===== config.mk =====
export PLATFORM = sky130hd
export DESIGN_NAME = irq_ctrl_top
export DESIGN_NICKNAME = d
export VERILOG_FILES = /design/src/rtl/irq_ctrl_pkg.sv /design/src/rtl/irq_src_flags.sv /design/src/rtl/irq_pick.sv /design/src/rtl/irq_level_track.sv /design/src/rtl/irq_ctrl_top.sv
export SDC_FILE = /design/constraint.sdc
export NUM_CORES = 1
export LEC_CHECK = 0
export BUFFER_PORTS_ARGS = -buffer_cell sky130_fd_sc_hd__clkbuf_2
export CORE_MARGIN = 2
export CORE_UTILIZATION = 50
export CTS_CLUSTER_SIZE = 30
export DETAILED_ROUTE_END_ITERATION = 8
export GPL_ROUTABILITY_DRIVEN = 0
export PLACE_DENSITY = 0.83
export SLEW_MARGIN = 25
export SYNTH_ARGS = -nofsm -noshare
export SYNTH_HDL_FRONTEND = slang
export SYNTH_SLANG_ARGS = --single-unit

===== constraint.sdc =====
create_clock -name clk -period 2.8 [get_ports clk]
set_input_delay 0.28 -clock clk [delete_from_list [all_inputs] [get_ports clk]]
set_output_delay 0.28 -clock clk [all_outputs]
set_load 0.005 [all_outputs]

===== src/rtl/irq_ctrl_pkg.sv =====
package irq_ctrl_pkg;
  localparam int NSRC  = 6;
  localparam int NPAIR = 2;
  localparam int IDX_W = $clog2(NSRC);
  localparam int IDX_SER = 4;
  localparam int IDX_T2  = 5;
  localparam int GLOBAL_BIT = 7;

  function automatic logic [IDX_W-1:0] ext_index(input int p);
    return IDX_W'(2 * p);
  endfunction

  function automatic logic [IDX_W-1:0] tmr_index(input int p);
    return IDX_W'(2 * p + 1);
  endfunction
endpackage


===== src/rtl/irq_src_flags.sv =====
module irq_src_flags
  import irq_ctrl_pkg::*;
#(
  parameter int PAIRS = NPAIR
) (
  input  logic               clk,
  input  logic               rst,
  input  logic [PAIRS-1:0]   ext_pin,
  input  logic [PAIRS-1:0]   ext_edge,
  input  logic [PAIRS-1:0]   tmr_pulse,
  input  logic               ack_fire,
  input  logic [IDX_W-1:0]   ack_idx,
  output logic [PAIRS-1:0]   ext_req,
  output logic [PAIRS-1:0]   ext_flag,
  output logic [PAIRS-1:0]   tmr_flag
);
  for (genvar p = 0; p < PAIRS; p++) begin : g_pair
    logic sync_q, prev_q, eflag_q, tflag_q;
    logic clr_ext, clr_tmr;

    assign clr_ext = ack_fire && (ack_idx == ext_index(p));
    assign clr_tmr = ack_fire && (ack_idx == tmr_index(p));

    always_ff @(posedge clk) begin
      if (rst) begin
        sync_q  <= 1'b0;
        prev_q  <= 1'b0;
        eflag_q <= 1'b0;
        tflag_q <= 1'b0;
      end else begin
        sync_q <= ext_pin[p];
        prev_q <= sync_q;
        if (!ext_edge[p])             eflag_q <= 1'b0;
        else if (sync_q && !prev_q)   eflag_q <= 1'b1;
        else if (clr_ext)             eflag_q <= 1'b0;
        if (tmr_pulse[p])             tflag_q <= 1'b1;
        else if (clr_tmr)             tflag_q <= 1'b0;
      end
    end

    assign ext_req[p]  = ext_edge[p] ? eflag_q : sync_q;
    assign ext_flag[p] = eflag_q;
    assign tmr_flag[p] = tflag_q;

    assert_tmr_set_R9: assert property (@(posedge clk) disable iff (rst)
      tmr_pulse[p] |=> tflag_q);
    assert_tmr_clear_R11: assert property (@(posedge clk) disable iff (rst)
      (ack_fire && ack_idx == tmr_index(p) && !tmr_pulse[p]) |=> !tflag_q);
  end
endmodule


===== src/rtl/irq_pick.sv =====
module irq_pick
  import irq_ctrl_pkg::*;
#(
  parameter int N = NSRC
) (
  input  logic [N-1:0]     pend,
  input  logic [N-1:0]     enab,
  input  logic [N-1:0]     prio,
  input  logic [1:0]       act,
  output logic             found,
  output logic [IDX_W-1:0] idx,
  output logic             hi
);
  logic [N-1:0] cand_hi, cand_lo;

  always_comb begin
    cand_hi = pend & enab & prio  & {N{~act[1]}};
    cand_lo = pend & enab & ~prio & {N{~act[1] & ~act[0]}};
    found = 1'b0;
    idx   = '0;
    hi    = 1'b0;
    for (int i = N - 1; i >= 0; i--) begin
      if (cand_lo[i]) begin
        found = 1'b1;
        idx   = IDX_W'(i);
        hi    = 1'b0;
      end
    end
    for (int i = N - 1; i >= 0; i--) begin
      if (cand_hi[i]) begin
        found = 1'b1;
        idx   = IDX_W'(i);
        hi    = 1'b1;
      end
    end
  end
endmodule


===== src/rtl/irq_level_track.sv =====
module irq_level_track (
  input  logic       clk,
  input  logic       rst,
  input  logic       ack_fire,
  input  logic       ack_hi,
  input  logic       reti,
  output logic [1:0] act
);
  logic [1:0] act_q, act_d;

  always_comb begin
    act_d = act_q;
    if (reti) begin
      if (act_q[1]) act_d[1] = 1'b0;
      else          act_d[0] = 1'b0;
    end
    if (ack_fire) act_d[ack_hi] = 1'b1;
  end

  always_ff @(posedge clk) begin
    if (rst) act_q <= 2'b00;
    else     act_q <= act_d;
  end

  assign act = act_q;

  assert_ack_marks_R7: assert property (@(posedge clk) disable iff (rst)
    ack_fire |=> ($past(ack_hi) ? act_q[1] : act_q[0]));
  assert_reti_nested_R8: assert property (@(posedge clk) disable iff (rst)
    (reti && !ack_fire && act_q == 2'b11) |=> act_q == 2'b01);
endmodule


===== src/rtl/irq_ctrl_top.sv =====
module irq_ctrl_top
  import irq_ctrl_pkg::*;
#(
  parameter int VEC_W    = 16,
  parameter int VEC_BASE = 3,
  parameter int VEC_STEP = 8
) (
  input  logic             clk,
  input  logic             rst,
  input  logic             cfg_we,
  input  logic             cfg_sel,
  input  logic [7:0]       cfg_wdata,
  output logic [7:0]       ie_rd,
  output logic [7:0]       ip_rd,
  input  logic [1:0]       ext_pin,
  input  logic [1:0]       ext_edge,
  input  logic [1:0]       tmr_pulse,
  input  logic             t2_ovf,
  input  logic             t2_evt,
  input  logic             ser_flag,
  input  logic             cpu_ack,
  input  logic             cpu_reti,
  output logic             irq_req,
  output logic [IDX_W-1:0] irq_idx,
  output logic             irq_hi,
  output logic [VEC_W-1:0] irq_vec,
  output logic [1:0]       act_level,
  output logic [1:0]       tmr_flag,
  output logic [1:0]       ext_flag
);
  logic [7:0]       ie_q, ip_q;
  logic [NPAIR-1:0] ext_req;
  logic [NSRC-1:0]  pend, enab;
  logic             pick_found, pick_hi, ack_fire;
  logic [IDX_W-1:0] pick_idx;
  logic             req_q, hi_q;
  logic [IDX_W-1:0] idx_q;
  logic [VEC_W-1:0] vec_q;

  always_ff @(posedge clk) begin
    if (rst) begin
      ie_q <= 8'h00;
      ip_q <= 8'h00;
    end else if (cfg_we) begin
      if (!cfg_sel) ie_q <= {cfg_wdata[7], 1'b0, cfg_wdata[5:0]};
      else          ip_q <= {2'b00, cfg_wdata[5:0]};
    end
  end

  assign ack_fire = req_q && cpu_ack;

  irq_src_flags #(.PAIRS(NPAIR)) u_flags (
    .clk(clk), .rst(rst), .ext_pin(ext_pin), .ext_edge(ext_edge),
    .tmr_pulse(tmr_pulse), .ack_fire(ack_fire), .ack_idx(idx_q),
    .ext_req(ext_req), .ext_flag(ext_flag), .tmr_flag(tmr_flag)
  );

  for (genvar p = 0; p < NPAIR; p++) begin : g_map
    assign pend[2*p]     = ext_req[p];
    assign pend[2*p + 1] = tmr_flag[p];
  end
  assign pend[IDX_SER] = ser_flag;
  assign pend[IDX_T2]  = t2_ovf | t2_evt;
  assign enab = ie_q[NSRC-1:0] & {NSRC{ie_q[GLOBAL_BIT]}};

  irq_pick #(.N(NSRC)) u_pick (
    .pend(pend), .enab(enab), .prio(ip_q[NSRC-1:0]), .act(act_level),
    .found(pick_found), .idx(pick_idx), .hi(pick_hi)
  );

  irq_level_track u_level (
    .clk(clk), .rst(rst), .ack_fire(ack_fire), .ack_hi(hi_q),
    .reti(cpu_reti), .act(act_level)
  );

  always_ff @(posedge clk) begin
    if (rst) begin
      req_q <= 1'b0;
      idx_q <= '0;
      hi_q  <= 1'b0;
      vec_q <= VEC_W'(VEC_BASE);
    end else if (ack_fire) begin
      req_q <= 1'b0;
    end else if (!req_q && pick_found) begin
      req_q <= 1'b1;
      idx_q <= pick_idx;
      hi_q  <= pick_hi;
      vec_q <= VEC_W'(VEC_BASE) + VEC_W'(VEC_STEP) * VEC_W'(pick_idx);
    end
  end

  assign irq_req = req_q;
  assign irq_idx = idx_q;
  assign irq_hi  = hi_q;
  assign irq_vec = vec_q;
  assign ie_rd   = ie_q;
  assign ip_rd   = ip_q;

  assert_hold_until_ack_R7: assert property (@(posedge clk) disable iff (rst)
    (req_q && !cpu_ack) |=> (req_q && $stable(idx_q) && $stable(hi_q)));
  assert_no_same_level_R6: assert property (@(posedge clk) disable iff (rst)
    req_q |-> (!act_level[1] && (hi_q || !act_level[0])));
  assert_global_gate_R3: assert property (@(posedge clk) disable iff (rst)
    $rose(req_q) |-> $past(ie_q[GLOBAL_BIT]));
endmodule


==> run summary <==
The run gives 191 as the gate count of the mapped netlist. The Yosys step of the flow raised 0 warnings. The maximum level of the CTS H-tree is 1. The worst-case vdd ir drop was 0.000234 V; the buffering stage count on the worst path with inverters included was 0. Headroom to the max-slew limit came out at 62.5%. The worst hold endpoint was u_flags.g_pair[1].tflag_q. Measured in cells, the most critical reg-to-reg path has a length of 5.

The run gives 0.00303 mm2 as the floorplan core area. The cell sitting at the root of the clock tree is a clkbuf_4. The clock tree skew after final layout came out at 0.00661 ns.

The run finished with clean final reports. Cells with a size suffix above 1 make up 28.4% of the layout. CTS saw 28 sinks.

The tools report the reg2reg setup slack as 0.97 ns. The average instance area after synthesis is 8.27 um2. In this run the static leakage power is 0.777 nW.

Cell type with the largest total area after synthesis: dfxtp_1. The largest driver fanout on the critical path is 4. Detailed routing inserted a total of 1411 vias. The path class of the tightest hold or removal check is input pin to flip-flop. The final hold violation count came out at 0. Detailed placement ended at an HPWL of 2.58 mm. At the later pin of the worst-skew pair, clock insertion delay measures 0.34 ns. For this run, the share of the core covered by cells in the final layout is 59.1%. The reg-to-reg critical path startpoint is ip_rd[4].

The synthesized design devotes to its leading area cell type 35.5% of total area. The pin count of the biggest net entering global routing was 27. The number of flops mapped to enable cells by yosys came out at 0. Final hold analysis gives a worst-case slack of 0.137 ns. The growth of design area from synthesis to finish came out at 13.2%. Die outline width: 60.2 um. The synthesized netlist occupies a cell area of 0.00158 mm2.

Final cycle utilization of the critical path: 65.5%. The number of global-route vias before repair is 1246, and the number of buffers inserted by post-CTS setup repair is 0. The worst register-to-register path ends at irq_idx[0]. After clock tree synthesis, the flow added hold-fix buffers numbering 0.

The floorplan step defined a die boundary enclosing 0.00363 mm2. The worst setup path category was flip-flop to flip-flop. The worst setup path is launched from a flip-flop.

Walking the worst path, the cells encountered are and3b_1 > o32a_1 > a2111oi_0 > o311ai_1 > mux2i_1. The clock period minus final worst setup slack was 1.83 ns. The pre-antenna-repair detailed-routing pass consisted of 4 iterations.

After routing, the total negative slack on setup checks comes to 0 ns. In this run, synthesis produced a sequential element count of 28. Global-route wire length before repair: 5.62 mm.

For this configuration, the core starts out at a cell density of 52.2%. Setup violations remaining at the end of the flow were counted as 0. For the initial antenna violation count, the log shows 0. In this run the tool buffered the top-level ports with 48 buffer cells. The global router's overall resource usage came out at 20.4%. The worst hold path begins at tmr_pulse[1].

The clock transition at the registers of the reported paths was 0.15 ns; the number of gates resized after cts was 0. Summing the sequential cell areas from Yosys gives 35.5% of the chip area. Fmax: 546 MHz.

The repair_antennas step left the layout with diodes totalling 0. Clock buffer count from CTS: 3. STA classifies the critical path endpoint as a flip-flop. The detailed router finished its first iteration with 30 violations. The number of max-slew violations in the final report is 0. On the critical path the largest part of the delay comes from compound AO/OA/AOI/OAI gates. The die is 60.2 um tall.

Yosys mapped the design onto 48 distinct sky130hd cell types. In this design, the stage delay of the slowest critical-path cell is 0.54 ns. The total detailed-routing wirelength came out at 3.34 mm.

By area the synthesized netlist is led by dfxtp_1, buf_4, nand2_1. The most used flip-flop cell after synthesis was dfxtp_1. TritonCTS built the clock tree. STA puts the critical path data arrival time at 2.11 ns. After synthesis, the most frequently instantiated cells are nand2_1, dfxtp_1, buf_4. The count of nets left with antenna violations once routing finished came out at 0.

For the aggregate global routing overflow, the log shows 0. Setup repair after global routing left no endpoint under its margin. In the post-synthesis netlist, the cell with the most instances is nand2_1.

Counting the fill cells in the layout gives 307. The tools report the layout net count as 253. Required time reported for the critical path endpoint: 3.08 ns. In the final routed layout, each cell accounts on average for 12.2 um. The worst hold path passes through 3 cells. The critical path's slowest cell was a2111oi_0. The areal power density over the cells came out at 442 mW/mm2. The logs give 0 for the number of max-cap violations and 20 for the site row count. In the routed design, unresolved DRC markers number 0. The top-level port count is 66, and the proportion of synthesized flip-flops having asynchronous set or reset is 0%.

The tools report the maximum clock path buffer count as 2. After detailed routing, the number of vias per cell comes to 5.17. The measured slew at the worst slew-check pin was 0.549 ns.
[worst reg2reg max path, delay by kind of cell (launching register included)]
family           cells  cell delay (ns)
AO/OA/AOI/OAI        3             1.01
flip-flops           1             0.40
AND/OR/NAND/NOR      1             0.23
multiplexers         1             0.14
[power by group]
group / internal, W / switching, W
Sequential: 0.000414 / 0.0000174
Combinational: 0.0000399 / 0.0000530
Clock: 0.000145 / 0.000122
Total: 0.000599 / 0.000193
[logic make-up after synthesis]
group / Yosys count / share of synthesized area (%)
AO/OA/AOI/OAI: 49 / 22.6
buffers and inverters: 32 / 13.1
flip-flops: 28 / 35.5
multiplexers: 3 / 2.93
other: 2 / 0.475
AND/OR/NAND/NOR: 77 / 25.5
[metal layers]
metal / track usage [%] / up-vias / wire [um]
met1: 26.7 / 634 / 1520
met5: 0 / - / 0
met4: 5.71 / 0 / 25
met3: 3.03 / 3 / 218
li1: - / 721 / -
met2: 34.5 / 53 / 1580
[worst max path at each step]
stage | cells past startpoint | endpoint | from | slack, ns
2_1_floorplan | 5 | irq_hi | ie_rd[7] | 1.27
3_3_place_gp | 6 | irq_idx[2] | ext_edge[0] | 1.07
3_5_place_dp | 6 | irq_idx[2] | ext_edge[0] | 1.04
4_1_cts | 5 | irq_idx[0] | ip_rd[4] | 0.99
5_1_grt | 5 | irq_idx[0] | ip_rd[4] | 0.91
6_report | 5 | irq_idx[0] | ip_rd[4] | 0.97
[through the flow]
| step | setup slack, ns | power, W | cell area, um2 | std cells |
|---|---|---|---|---|
| floorplan | 1.27 | 0.000512 | 1630 | 205 |
| global placement | 1.07 | 0.000531 | 1740 | 269 |
| detailed placement | 1.04 | 0.000533 | 1740 | 269 |
| CTS | 0.987 | 0.000795 | 1790 | 273 |
| global route | 0.912 | 0.000829 | 1790 | 273 |
| finish | 0.967 | 0.000792 | 1790 | 273 |
[state kept, by name (all words and copies together), names as in the netlist]
name / cells
ie_rd: 7
u_flags.g_pair.sync_q: 2
irq_hi: 1
u_level.act: 2
u_flags.g_pair.eflag_q: 2
irq_req: 1
ip_rd: 6
u_flags.g_pair.tflag_q: 2
irq_idx: 3
u_flags.g_pair.prev_q: 2
[layout make-up]
| type | instances | area, um2 | area share (%) |
|---|---|---|---|
| inverters | 4 | 15.0 | 0.839 |
| multi-input cells | 145 | 866 | 48.4 |
| clock buffers | 3 | 22.5 | 1.26 |
| well taps | 44 | 55.1 | 3.08 |
| repair buffers | 48 | 240 | 13.4 |
| clock inverters | 1 | 30.0 | 1.68 |
| flip-flops and latches | 28 | 561 | 31.3 |
[cells in the final DEF, fill, tap and decap left out, types with 3 or more instances in the layout]
cell / netlist / layout
clkbuf_2: 0 / 48
nand2b_1: 7 / 7
dfxtp_1: 28 / 28
nand3_1: 11 / 11
a21oi_1: 21 / 21
o21ai_0: 3 / 3
nor2_1: 11 / 11
conb_1: 2 / 16
nand2_1: 30 / 30
inv_1: 4 / 4
clkbuf_4: 0 / 3
nor2b_1: 5 / 5
(Power assumes the default switching activity.)
